[src/rtl/cfr_pkg.sv]
package cfr_pkg;
  localparam int CELL_BYTES = 64;
  localparam int POS_W      = $clog2(CELL_BYTES);
  localparam int BYTE_W     = 8;
  localparam int VPI_W      = 8;
  localparam int VCI_W      = 16;

  // byte positions inside one cell (wire order: guard, header, guard, payload)
  localparam logic [POS_W-1:0] P_LEAD_LAST = POS_W'(5);
  localparam logic [POS_W-1:0] P_HDR0      = POS_W'(6);
  localparam logic [POS_W-1:0] P_HDR1      = POS_W'(7);
  localparam logic [POS_W-1:0] P_HDR2      = POS_W'(8);
  localparam logic [POS_W-1:0] P_HDR3      = POS_W'(9);
  localparam logic [POS_W-1:0] P_HEC       = POS_W'(10);
  localparam logic [POS_W-1:0] P_GAP0      = POS_W'(11);
  localparam logic [POS_W-1:0] P_GAP_LAST  = POS_W'(15);
  localparam logic [POS_W-1:0] P_PAY0      = POS_W'(16);
  localparam logic [POS_W-1:0] P_FIRST     = '0;

  localparam logic [BYTE_W-1:0] GUARD_VAL = 8'hFF;
  localparam logic [BYTE_W-1:0] HEC_COSET = 8'h55;
  localparam logic [BYTE_W-1:0] CRC_POLY  = 8'h07;

  typedef struct packed {
    logic              lock;
    logic [POS_W-1:0]  pos;
    logic [BYTE_W-1:0] data;
  } slot_t;

  localparam int SLOT_W = $bits(slot_t);

  function automatic logic [BYTE_W-1:0] crc8_step(input logic [BYTE_W-1:0] crc,
                                                  input logic [BYTE_W-1:0] d);
    logic [BYTE_W-1:0] c;
    c = crc ^ d;
    for (int i = 0; i < BYTE_W; i++) begin
      c = c[BYTE_W-1] ? ((c << 1) ^ CRC_POLY) : (c << 1);
    end
    return c;
  endfunction

  function automatic logic is_guard(input logic [POS_W-1:0] p);
    return (p <= P_LEAD_LAST) || ((p >= P_GAP0) && (p <= P_GAP_LAST));
  endfunction
endpackage

[src/rtl/cfr_pos_track.sv]
module cfr_pos_track
  import cfr_pkg::*;
(
  input  logic             clk,
  input  logic             rst,
  input  logic             in_align,
  output logic [POS_W-1:0] pos_now,
  output logic             lock_now
);
  logic [POS_W-1:0] cnt;
  logic             locked;

  assign pos_now  = in_align ? P_FIRST : cnt;
  assign lock_now = in_align | locked;

  always_ff @(posedge clk) begin
    if (rst) begin
      cnt    <= '0;
      locked <= 1'b0;
    end else begin
      cnt <= pos_now + 1'b1;
      if (in_align) locked <= 1'b1;
    end
  end
endmodule

[src/rtl/cfr_delay_ram.sv]
module cfr_delay_ram #(
  parameter int DLY   = 12,
  parameter int WIDTH = 15,
  parameter int DEPTH = 64
) (
  input  logic             clk,
  input  logic             rst,
  input  logic [WIDTH-1:0] wr_data,
  output logic [WIDTH-1:0] rd_data,
  output logic             rd_ok
);
  localparam int             AW       = $clog2(DEPTH);
  localparam logic [AW-1:0]  RD_OFS   = AW'(DLY - 1);
  localparam int             FW       = $clog2(DLY) + 1;
  localparam logic [FW-1:0]  FILL_MAX = FW'(DLY - 1);

  logic [WIDTH-1:0] mem [DEPTH];
  logic [AW-1:0]    wp;
  logic [FW-1:0]    fill;

  // plain dual-port pattern: one write port, one registered read port
  always_ff @(posedge clk) begin
    mem[wp] <= wr_data;
    rd_data <= mem[wp - RD_OFS];
  end

  always_ff @(posedge clk) begin
    if (rst) begin
      wp    <= '0;
      fill  <= '0;
      rd_ok <= 1'b0;
    end else begin
      wp    <= wp + 1'b1;
      rd_ok <= (fill == FILL_MAX);
      if (fill != FILL_MAX) fill <= fill + 1'b1;
    end
  end
endmodule

[src/rtl/cfr_lookup_ctl.sv]
module cfr_lookup_ctl
  import cfr_pkg::*;
(
  input  logic              clk,
  input  logic              rst,
  input  logic [POS_W-1:0]  pos_now,
  input  logic              lock_now,
  input  logic [BYTE_W-1:0] in_byte,
  input  logic              rsp_valid,
  input  logic [VPI_W-1:0]  rsp_vpi,
  input  logic [VCI_W-1:0]  rsp_vci,
  input  logic              decide,
  output logic              lkp_req,
  output logic [VPI_W-1:0]  lkp_vpi,
  output logic [VCI_W-1:0]  lkp_vci,
  output logic              take,
  output logic [VPI_W-1:0]  take_vpi,
  output logic [VCI_W-1:0]  take_vci
);
  logic [BYTE_W-1:0] hb0, hb1, hb2;
  logic              waiting, pend, accept;
  logic [VPI_W-1:0]  pvpi;
  logic [VCI_W-1:0]  pvci;

  assign accept   = waiting & rsp_valid;
  assign take     = pend | accept;
  assign take_vpi = accept ? rsp_vpi : pvpi;
  assign take_vci = accept ? rsp_vci : pvci;

  always_ff @(posedge clk) begin
    if (lock_now) begin
      if (pos_now == P_HDR0) hb0 <= in_byte;
      if (pos_now == P_HDR1) hb1 <= in_byte;
      if (pos_now == P_HDR2) hb2 <= in_byte;
    end
  end

  always_ff @(posedge clk) begin
    if (rst) begin
      lkp_req <= 1'b0;
      lkp_vpi <= '0;
      lkp_vci <= '0;
      waiting <= 1'b0;
      pend    <= 1'b0;
      pvpi    <= '0;
      pvci    <= '0;
    end else begin
      lkp_req <= 1'b0;
      if (accept) begin
        pend <= 1'b1;
        pvpi <= rsp_vpi;
        pvci <= rsp_vci;
      end
      if (decide) begin
        waiting <= 1'b0;
        pend    <= 1'b0;
      end
      if (lock_now && pos_now == P_HDR3) begin
        lkp_req <= 1'b1;
        lkp_vpi <= {hb0[3:0], hb1[7:4]};
        lkp_vci <= {hb1[3:0], hb2, in_byte[7:4]};
        waiting <= 1'b1;
        pend    <= 1'b0;
      end
    end
  end
endmodule

[src/rtl/cfr_hdr_rewrite.sv]
module cfr_hdr_rewrite
  import cfr_pkg::*;
(
  input  logic              clk,
  input  logic              rst,
  input  logic              s_lock,
  input  logic [POS_W-1:0]  s_pos,
  input  logic [BYTE_W-1:0] s_data,
  input  logic              take,
  input  logic [VPI_W-1:0]  take_vpi,
  input  logic [VCI_W-1:0]  take_vci,
  output logic              decide,
  output logic              out_valid,
  output logic [BYTE_W-1:0] out_byte,
  output logic [POS_W-1:0]  out_pos,
  output logic              out_hdr_start,
  output logic              out_pay_start,
  output logic              out_lkp_miss,
  output logic              out_guard_err
);
  logic              rw;
  logic [VPI_W-1:0]  nvpi;
  logic [VCI_W-1:0]  nvci;
  logic [BYTE_W-1:0] crc, crc_nx, obyte;
  logic              bad;
  logic              eff_rw;
  logic [VPI_W-1:0]  eff_vpi;
  logic [VCI_W-1:0]  eff_vci;

  assign decide  = s_lock && (s_pos == P_HDR0);
  assign eff_rw  = decide ? take     : rw;
  assign eff_vpi = decide ? take_vpi : nvpi;
  assign eff_vci = decide ? take_vci : nvci;

  always_comb begin
    obyte  = s_data;
    crc_nx = crc;
    if (s_lock && eff_rw) begin
      unique case (s_pos)
        P_HDR0:  obyte = {s_data[7:4], eff_vpi[7:4]};
        P_HDR1:  obyte = {eff_vpi[3:0], eff_vci[15:12]};
        P_HDR2:  obyte = eff_vci[11:4];
        P_HDR3:  obyte = {eff_vci[3:0], s_data[3:0]};
        P_HEC:   obyte = crc ^ HEC_COSET;
        default: obyte = s_data;
      endcase
    end
    if (s_pos == P_HDR0) crc_nx = crc8_step('0, obyte);
    else if (s_pos >= P_HDR1 && s_pos <= P_HDR3) crc_nx = crc8_step(crc, obyte);
  end

  always_ff @(posedge clk) begin
    if (rst) begin
      rw   <= 1'b0;
      nvpi <= '0;
      nvci <= '0;
      crc  <= '0;
      bad  <= 1'b0;
    end else if (s_lock) begin
      crc <= crc_nx;
      if (decide) begin
        rw   <= take;
        nvpi <= take_vpi;
        nvci <= take_vci;
      end
      if (s_pos == P_FIRST)    bad <= (s_data != GUARD_VAL);
      else if (is_guard(s_pos)) bad <= bad | (s_data != GUARD_VAL);
    end
  end

  always_ff @(posedge clk) begin
    if (rst) begin
      out_valid     <= 1'b0;
      out_byte      <= '0;
      out_pos       <= '0;
      out_hdr_start <= 1'b0;
      out_pay_start <= 1'b0;
      out_lkp_miss  <= 1'b0;
      out_guard_err <= 1'b0;
    end else begin
      out_valid     <= s_lock;
      out_byte      <= s_lock ? obyte : '0;
      out_pos       <= s_lock ? s_pos : '0;
      out_hdr_start <= decide;
      out_pay_start <= s_lock && (s_pos == P_PAY0);
      out_lkp_miss  <= decide && !take;
      out_guard_err <= s_lock && (s_pos == P_PAY0) && bad;
    end
  end
endmodule

[src/rtl/cfr_framer.sv]
module cfr_framer
  import cfr_pkg::*;
#(
  parameter int DLY = 12
) (
  input  logic        clk,
  input  logic        rst,
  input  logic [7:0]  in_byte,
  input  logic        in_align,
  output logic        lkp_req,
  output logic [7:0]  lkp_vpi,
  output logic [15:0] lkp_vci,
  input  logic        rsp_valid,
  input  logic [7:0]  rsp_vpi,
  input  logic [15:0] rsp_vci,
  output logic        out_valid,
  output logic [7:0]  out_byte,
  output logic [5:0]  out_pos,
  output logic        out_hdr_start,
  output logic        out_pay_start,
  output logic        out_lkp_miss,
  output logic        out_guard_err
);
  generate
    if (DLY < 4 || DLY > 60) begin : g_bad_dly
      $error("cfr_framer: DLY must lie in 4..60");
    end
  endgenerate

  logic [POS_W-1:0] pos_now;
  logic             lock_now;
  slot_t            wslot, rslot;
  logic             rd_ok, s_lock, decide, take;
  logic [VPI_W-1:0] take_vpi;
  logic [VCI_W-1:0] take_vci;

  cfr_pos_track u_pos (
    .clk(clk), .rst(rst), .in_align(in_align),
    .pos_now(pos_now), .lock_now(lock_now)
  );

  assign wslot = '{lock: lock_now, pos: pos_now, data: in_byte};

  cfr_delay_ram #(.DLY(DLY), .WIDTH(SLOT_W), .DEPTH(CELL_BYTES)) u_dly (
    .clk(clk), .rst(rst), .wr_data(wslot), .rd_data(rslot), .rd_ok(rd_ok)
  );

  assign s_lock = rd_ok & rslot.lock;

  cfr_lookup_ctl u_lkp (
    .clk(clk), .rst(rst), .pos_now(pos_now), .lock_now(lock_now),
    .in_byte(in_byte), .rsp_valid(rsp_valid), .rsp_vpi(rsp_vpi),
    .rsp_vci(rsp_vci), .decide(decide), .lkp_req(lkp_req),
    .lkp_vpi(lkp_vpi), .lkp_vci(lkp_vci), .take(take),
    .take_vpi(take_vpi), .take_vci(take_vci)
  );

  cfr_hdr_rewrite u_rw (
    .clk(clk), .rst(rst), .s_lock(s_lock), .s_pos(rslot.pos),
    .s_data(rslot.data), .take(take), .take_vpi(take_vpi),
    .take_vci(take_vci), .decide(decide), .out_valid(out_valid),
    .out_byte(out_byte), .out_pos(out_pos), .out_hdr_start(out_hdr_start),
    .out_pay_start(out_pay_start), .out_lkp_miss(out_lkp_miss),
    .out_guard_err(out_guard_err)
  );
endmodule

[config.mk]
export PLATFORM = sky130hd
export DESIGN_NAME = cfr_framer
export DESIGN_NICKNAME = d
export VERILOG_FILES = /design/src/rtl/cfr_pkg.sv /design/src/rtl/cfr_pos_track.sv /design/src/rtl/cfr_delay_ram.sv /design/src/rtl/cfr_lookup_ctl.sv /design/src/rtl/cfr_hdr_rewrite.sv /design/src/rtl/cfr_framer.sv
export SDC_FILE = /design/constraint.sdc
export NUM_CORES = 1
export LEC_CHECK = 0
export BUFFER_PORTS_ARGS = -buffer_cell sky130_fd_sc_hd__buf_2
export CAP_MARGIN = 20
export CORE_ASPECT_RATIO = 0.9
export CORE_MARGIN = 1.5
export CORE_UTILIZATION = 60
export CTS_CLUSTER_SIZE = 20
export DETAILED_ROUTE_END_ITERATION = 8
export GPL_TIMING_DRIVEN = 0
export MAX_ROUTING_LAYER = met4
export PLACE_DENSITY_LB_ADDON = 0.15
export SETUP_SLACK_MARGIN = 0.4
export SLEW_MARGIN = 10
export SYNTH_ARGS = -nofsm -noshare
export SYNTH_HDL_FRONTEND = slang
export SYNTH_SLANG_ARGS = --single-unit
[constraint.sdc]
create_clock -name clk -period 4.6 [get_ports clk]
set_input_delay 0.69 -clock clk [delete_from_list [all_inputs] [get_ports clk]]
set_output_delay 0.69 -clock clk [all_outputs]
set_load 0.02 [all_outputs]
Word level (Yosys, flattened, before mapping)
Memory sizes are Yosys's and may differ from the RTL's. A register that Yosys moved wholly into a read port is not among the register bits.
Index checks and enable logic that the tools add are counted.
{"block": "classes", "n_addsub": 4, "n_lt_le_gt_ge": 5, "eq_ne": 13, "n_mux": 31, "n_bitwise": 24, "reduce_logical": 21}
{"cell": "3-bit 2-to-1 mux", "n": 16}
{"cell": "3-bit inverter", "n": 16}
{"cell": "8-bit 2-to-1 mux", "n": 5}
{"cell": "8-bit case mux with 5 select lines", "n": 1}
{"cell": "16-bit 2-to-1 mux", "n": 2}
{"cell": "6-bit by 4-bit == test with 1-bit output (second input constant)", "n": 5}
{"cell": "6-bit by 3-bit == test with 1-bit output (second input constant)", "n": 4}
{"cell": "6-bit by 1-bit adder with 6-bit output (second input constant)", "n": 2}
{"cell": "6-bit by 4-bit less-or-equal comparator with 1-bit output (second input constant)", "n": 2}
{"cell": "2-bit AND reduction", "n": 5}
{"cell": "1-bit logical AND", "n": 8}
{"cell": "8-bit != test (second input constant)", "n": 1}
{"cell": "8-bit bitwise XOR", "n": 1}
{"cell": "6-bit by 5-bit == test with 1-bit output (second input constant)", "n": 1}
{"cell": "6-bit by 3-bit >= comparator with 1-bit output (second input constant)", "n": 1}
{"cell": "6-bit by 4-bit >= comparator with 1-bit output (second input constant)", "n": 1}
{"cell": "6-bit by 3-bit less-or-equal comparator with 1-bit output (second input constant)", "n": 1}
{"cell": "6-bit logical NOT", "n": 1}
{"cell": "1-bit 2-to-1 mux", "n": 6}
{"cell": "6-bit 2-to-1 mux", "n": 1}
{"cell": "2-bit nonzero test", "n": 3}
{"cell": "6-bit by 4-bit subtractor with 6-bit output (second input constant)", "n": 1}
{"cell": "5-bit by 1-bit adder with 5-bit output (second input constant)", "n": 1}
{"cell": "5-bit by 4-bit == test with 1-bit output (second input constant)", "n": 1}
{"cell": "9 further kinds", "n": 12}
{"block": "word_totals", "ff_bits": 143, "ramBits": 960, "input_bits": 36, "output_inout_bits": 44, "wordCells": 126, "memories": 1}
{"name": "u_dly.mem", "depth": 64, "width": 15, "read_ports": 1, "rd_clocked_by_memory_dff": 1, "write_ports": 1, "line": "cfr_delay_ram.sv:17", "text": "logic [WIDTH-1:0] mem [DEPTH];"}

Logic depth before layout (Yosys ltp)
{"block": "depth", "depth_word": 24, "mapped_depth": 11, "mapped_depth_nobuf": 8}

Cells and area by module
Synthesis repeated with hierarchy kept, for this count alone.
{"block": "unflattened", "hier_cells": 2452, "area_unflattened_um2": 43698.2}
{"module": "cfr_delay_ram", "instances": 1, "cells_per_inst": 1897, "area_each_um2": 37981.4, "seq_area_each_um2": 29368.2}
{"module": "cfr_lookup_ctl", "instances": 1, "cells_per_inst": 220, "area_each_um2": 2755.1, "seq_area_each_um2": 1621.6}
{"module": "cfr_hdr_rewrite", "instances": 1, "cells_per_inst": 302, "area_each_um2": 2652.5, "seq_area_each_um2": 1061.0}
{"module": "cfr_pos_track", "instances": 1, "cells_per_inst": 32, "area_each_um2": 302.8, "seq_area_each_um2": 140.1}
{"module": "cfr_framer", "instances": 1, "cells_per_inst": 1, "area_each_um2": 6.3, "seq_area_each_um2": 0.0}

Worst setup path after synthesis
OpenSTA, ideal clock, no wires.
{"block": "synth_timing", "path_type": "input port to flip-flop", "startpoint": "input port in_align", "endpoint": "register u_lkp.lkp_vci[14]", "setup_time_ns": 0.071, "t_arrival_ns": 3.605, "required_ns": 4.529, "slack_ns": 0.925, "cell_stages": 9, "path_buffers": 3, "cell_sequence": "clkbuf_1 nor2b_1 nand4b_1 inv_1 and2_1 clkbuf_1 clkbuf_1 nand2_1 a21oi_1"}
{"block": "synth_between", "elab_chain_len": 3, "elab_cells_between_ends": 4, "cone_classes": "eq/ne: 1; mux: 1; bitwise: 1; reduce/logical: 1"}
{"item": "start: declaration", "line": "cfr_framer.sv:9", "text": "input logic in_align,"}
{"item": "6-bit 2-to-1 mux", "line": "cfr_pos_track.sv:13", "text": "assign pos_now = in_align ? P_FIRST : cnt;"}
{"item": "via pos_now[3]", "line": "cfr_framer.sv:30", "text": "logic [POS_W-1:0] pos_now;"}
{"item": "6-bit by 4-bit == test with 1-bit output", "line": "cfr_lookup_ctl.sv:58", "text": "if (lock_now && pos_now == P_HDR3) begin"}
{"item": "1-bit logical AND", "line": "cfr_lookup_ctl.sv:58"}
{"item": "end signal: assignment", "line": "cfr_lookup_ctl.sv:61", "text": "lkp_vci <= {hb1[3:0], hb2, in_byte[7:4]};"}
{"item": "end: declaration", "line": "cfr_lookup_ctl.sv:15", "text": "output logic [VCI_W-1:0] lkp_vci,"}
The timed path passes the listed nets, and every way through them passes these cells.
A chain may end at the register's enable or synchronous reset.

Worst setup path in the final report
{"block": "layout_timing", "startpoint": "register u_dly.wp[1]", "endpoint": "register u_dly.rd_data[6] (read register of u_dly.mem)"}
{"block": "layout_between", "elab_chain_len": 1}
{"item": "start: declaration", "line": "cfr_delay_ram.sv:18", "text": "logic [AW-1:0] wp;"}
{"item": "start signal: assignment", "line": "cfr_delay_ram.sv:33", "text": "wp <= wp + 1'b1;"}
{"item": "6-bit by 4-bit subtractor with 6-bit output", "line": "cfr_delay_ram.sv:24", "text": "rd_data <= mem[wp - RD_OFS];"}
{"item": "end: declaration", "line": "cfr_delay_ram.sv:9", "text": "output logic [WIDTH-1:0] rd_data,"}
Every way passes these cells.

==> flow_metrics.env <==
export IMPL_slew_headroom_pct=23.77
export IMPL_synth_cell_area_sq_um=42890
export IMPL_fillers=4288
export IMPL_gp_congestion=0.9662
export IMPL_yosys_area_top_type="edfxtp_1"
export IMPL_nNetsFinal=2354
export IMPL_syn_nets=2117
export IMPL_holdPathStages=3
export IMPL_p_per_area_nw_per_um2=435.9
export IMPL_synth_top_area_share_pct=68.61
export IMPL_hold_path_end="u_lkp.pvci[15]"
export IMPL_synth_edff_count=980
export IMPL_synth_seq_area_share_pct=75.05
export IMPL_row_count=92
export IMPL_drive_gt1_share_pct=29.11
export IMPL_antenna_cells=0
export IMPL_hold_viol_final=0
export IMPL_start_util_pct=60.99
export IMPL_worstPathRequired_ps=5130
export IMPL_synth_area_top_cells="edfxtp_1 69%, mux4_2 17%, dfxtp_1 6.4%, nor2_1 1.1%, a211oi_1 0.86%"
export IMPL_arrival_ps=4670
export IMPL_numCtsBuffers=104
export IMPL_cts_sinks=1118
export IMPL_avgSynthCellArea_sq_um=20.67
export IMPL_ant_nets=0
export IMPL_finClkSkew_ps=15.41
export IMPL_cap_violations=0
export IMPL_instances_no_fill=3338
export IMPL_insertion_delay_ps=670
export IMPL_fin_crit_sh_pct=89.97
export IMPL_holdBufCountCts=0
export IMPL_regArea_sq_um=32190
export IMPL_grt_pass1_wl_um=148400
export IMPL_num_vias=21940
export IMPL_hpwl_um=67160
export IMPL_clk_path_buf_depth=3
export IMPL_grt_max_degree=68
export IMPL_drt_pass1_iterations=7
export IMPL_status="completed"
export IMPL_fin_crit_ps=4139
export IMPL_ios=80
export IMPL_async_flop_share_pct=0
export IMPL_grt_usage_pct=29.20
export IMPL_fmax_ghz=0.2416
export IMPL_die_width_um=284.8
export IMPL_ys_dominant_reg_cell="edfxtp_1"
export IMPL_rrSetupSlack_ps=460
export IMPL_dp_cells=3140
export IMPL_dieArea_sq_um=73110
export IMPL_cts_root_buf="clkbuf_16"
export IMPL_syn_to_final_growth_pct=13.84
export IMPL_coreArea_sq_um=70330
export IMPL_ys_warn_count=0
export IMPL_rsz0062_at_grt="false"
export IMPL_cp_max_fo=10
export IMPL_cts_max_level=3
export IMPL_drc=0
export IMPL_startpoint_type="flop"
export IMPL_antenna_found_initial=4
export IMPL_r2r_end="u_dly.rd_data[6]"
export IMPL_cts_tree="done"
export IMPL_worstHoldStart="rsp_vci[15]"
export IMPL_peakVddDrop_uv=430.2
export IMPL_vias_per_cell=6.572
export IMPL_grt_pass1_vias=21770
export IMPL_critPathCaptureType="flop"
export IMPL_multiInputGateArea_sq_um=10420
export IMPL_die_h_um=256.7
export IMPL_regToRegStartpoint="u_dly.wp[1]"
export IMPL_totalWireLength_um=101300
export IMPL_tightest_slew_ps=1143
export IMPL_crit_type="reg -> reg"
export IMPL_port_buffers=77
export IMPL_layout_commonest_cell="edfxtp_1"
export IMPL_finalSetupViolations=0
export IMPL_grt_overflow=0
export IMPL_syn_inst=2075
export IMPL_final_util_pct=69.43
export IMPL_total_power_w=0.02129
export IMPL_ys_ff_latch=1118
export IMPL_min_path_type="in -> reg"
export IMPL_drt_iter0_drc=2878
export IMPL_most_common_layout_cells="980 x edfxtp_1, 315 x mux4_2, 138 x dfxtp_1"
export IMPL_wl_per_cell_um=30.36
export IMPL_clkSlewWorstSetupHoldPaths_ps=60
export IMPL_report_final_slew_viol_count=0
export IMPL_ff2ff_path_depth=7
export IMPL_p_leak_nw=15.49
export IMPL_ys_types=57
metrics by stage:
stage | area, sq um | setup WS, ps | hold slack (ps) | setup TNS (ps)
2_1_floorplan | 42890 | 924.8 | 422.9 | 0
3_3_place_gp | 44460 | -1047 | 444.2 | -73520
3_5_place_dp | 45440 | 342.0 | 446.5 | 0
4_1_cts | 48760 | 426.8 | 296.1 | 0
5_1_grt | 48830 | 386.3 | 312.4 | 0
6_report | 48830 | 461.2 | 316.5 | 0
worst max-delay path by stage:
stage | to | start | cells past startpoint
finish | u_dly.rd_data[6] | u_dly.wp[1] | 7
global route | u_dly.rd_data[8] | u_dly.wp[0] | 6
CTS | u_dly.rd_data[5] | u_dly.wp[0] | 6
detailed placement | u_dly.rd_data[5] | u_dly.wp[0] | 7
global placement | u_lkp.lkp_vci[6] | in_align | 9
floorplan | u_lkp.lkp_vci[14] | in_align | 9
power breakdown:
group	internal (W)	switching (W)	total, W
combinational	0.000733	0.00104	0.00177
sequential	0.0111	0.0000479	0.0111
clock	0.00470	0.00370	0.00840
cell type report:
type,count,area share (%)
Tap cell,940,2.409
Inverter,5,0.03843
Clock inverter,69,1.204
Sequential cell,1118,65.92
Clock buffer,123,5.583
Buffer,118,0.9480
Timing Repair Buffer,131,2.560
Multi-Input combinational cell,834,21.34
cell usage after synthesis (4+ instances only):
cell type    n
and2_1      20
xor2_1      19
buf_2        7
mux4_2     315
dfxtp_1    138
nor4_1       5
nor3_1       8
nand3_1     11
nor2b_1      9
nand2b_1     5
inv_1        5
xnor2_1     16
buf_1       24
ha_1         6
clkbuf_1    85
and3_1       8
nand4_1      5
nand3b_1    11
or3_1        4
o211ai_1     5
or3b_2       4
a211oi_1    49
edfxtp_1   980
nor2_1     130
mux2i_1     25
nand2_1     77
a21oi_1     58
o21ai_0      6
what timing repair did:
action / CTS / global route
buffers inserted: 1 / 0
setup endpoints to repair: 12 / 3
pin swaps: 1 / 0
cloned: 0 / 0
resized for setup: 1 / 4
layer usage:
layer	wire length, um	track usage (%)
met5	0	-
met4	3121	9.072
met3	9047	4.431
met2	47760	42.95
met1	41400	43.08
cell families after synthesis:
logic type	count (synthesis)	share of synthesized area, %
flops	1118	75.05
simple gates	309	3.424
xor+xnor	37	0.8255
mux	340	17.12
fa+ha+maj	6	0.1750
buf+inv	123	1.114
compound gates	142	2.293
worst max-delay path, stage by stage, from the launching register on:
cell,delay (ps)
dfxtp_1,320
ha_1,280
clkbuf_1,340
clkbuf_1,750
clkbuf_1,720
mux4_2,440
mux4_2,560
mux4_2,560
sequential cells by signal, summed over array words and instances, names as in the netlist, 4 cells and up:
name           flops
u_rw.crc           8
u_rw.nvpi          8
u_rw.out_pos       6
u_dly.mem        960
u_dly.rd_data     15
u_lkp.hb2          8
u_rw.out_byte      8
u_lkp.lkp_vci     16
u_pos.cnt          6
u_dly.wp           6
u_lkp.hb0          4
u_lkp.hb1          8
u_lkp.pvpi         8
u_lkp.lkp_vpi      8
u_lkp.pvci        16
u_dly.fill         5
u_rw.nvci         16
Power figures use the tool's default switching activity.
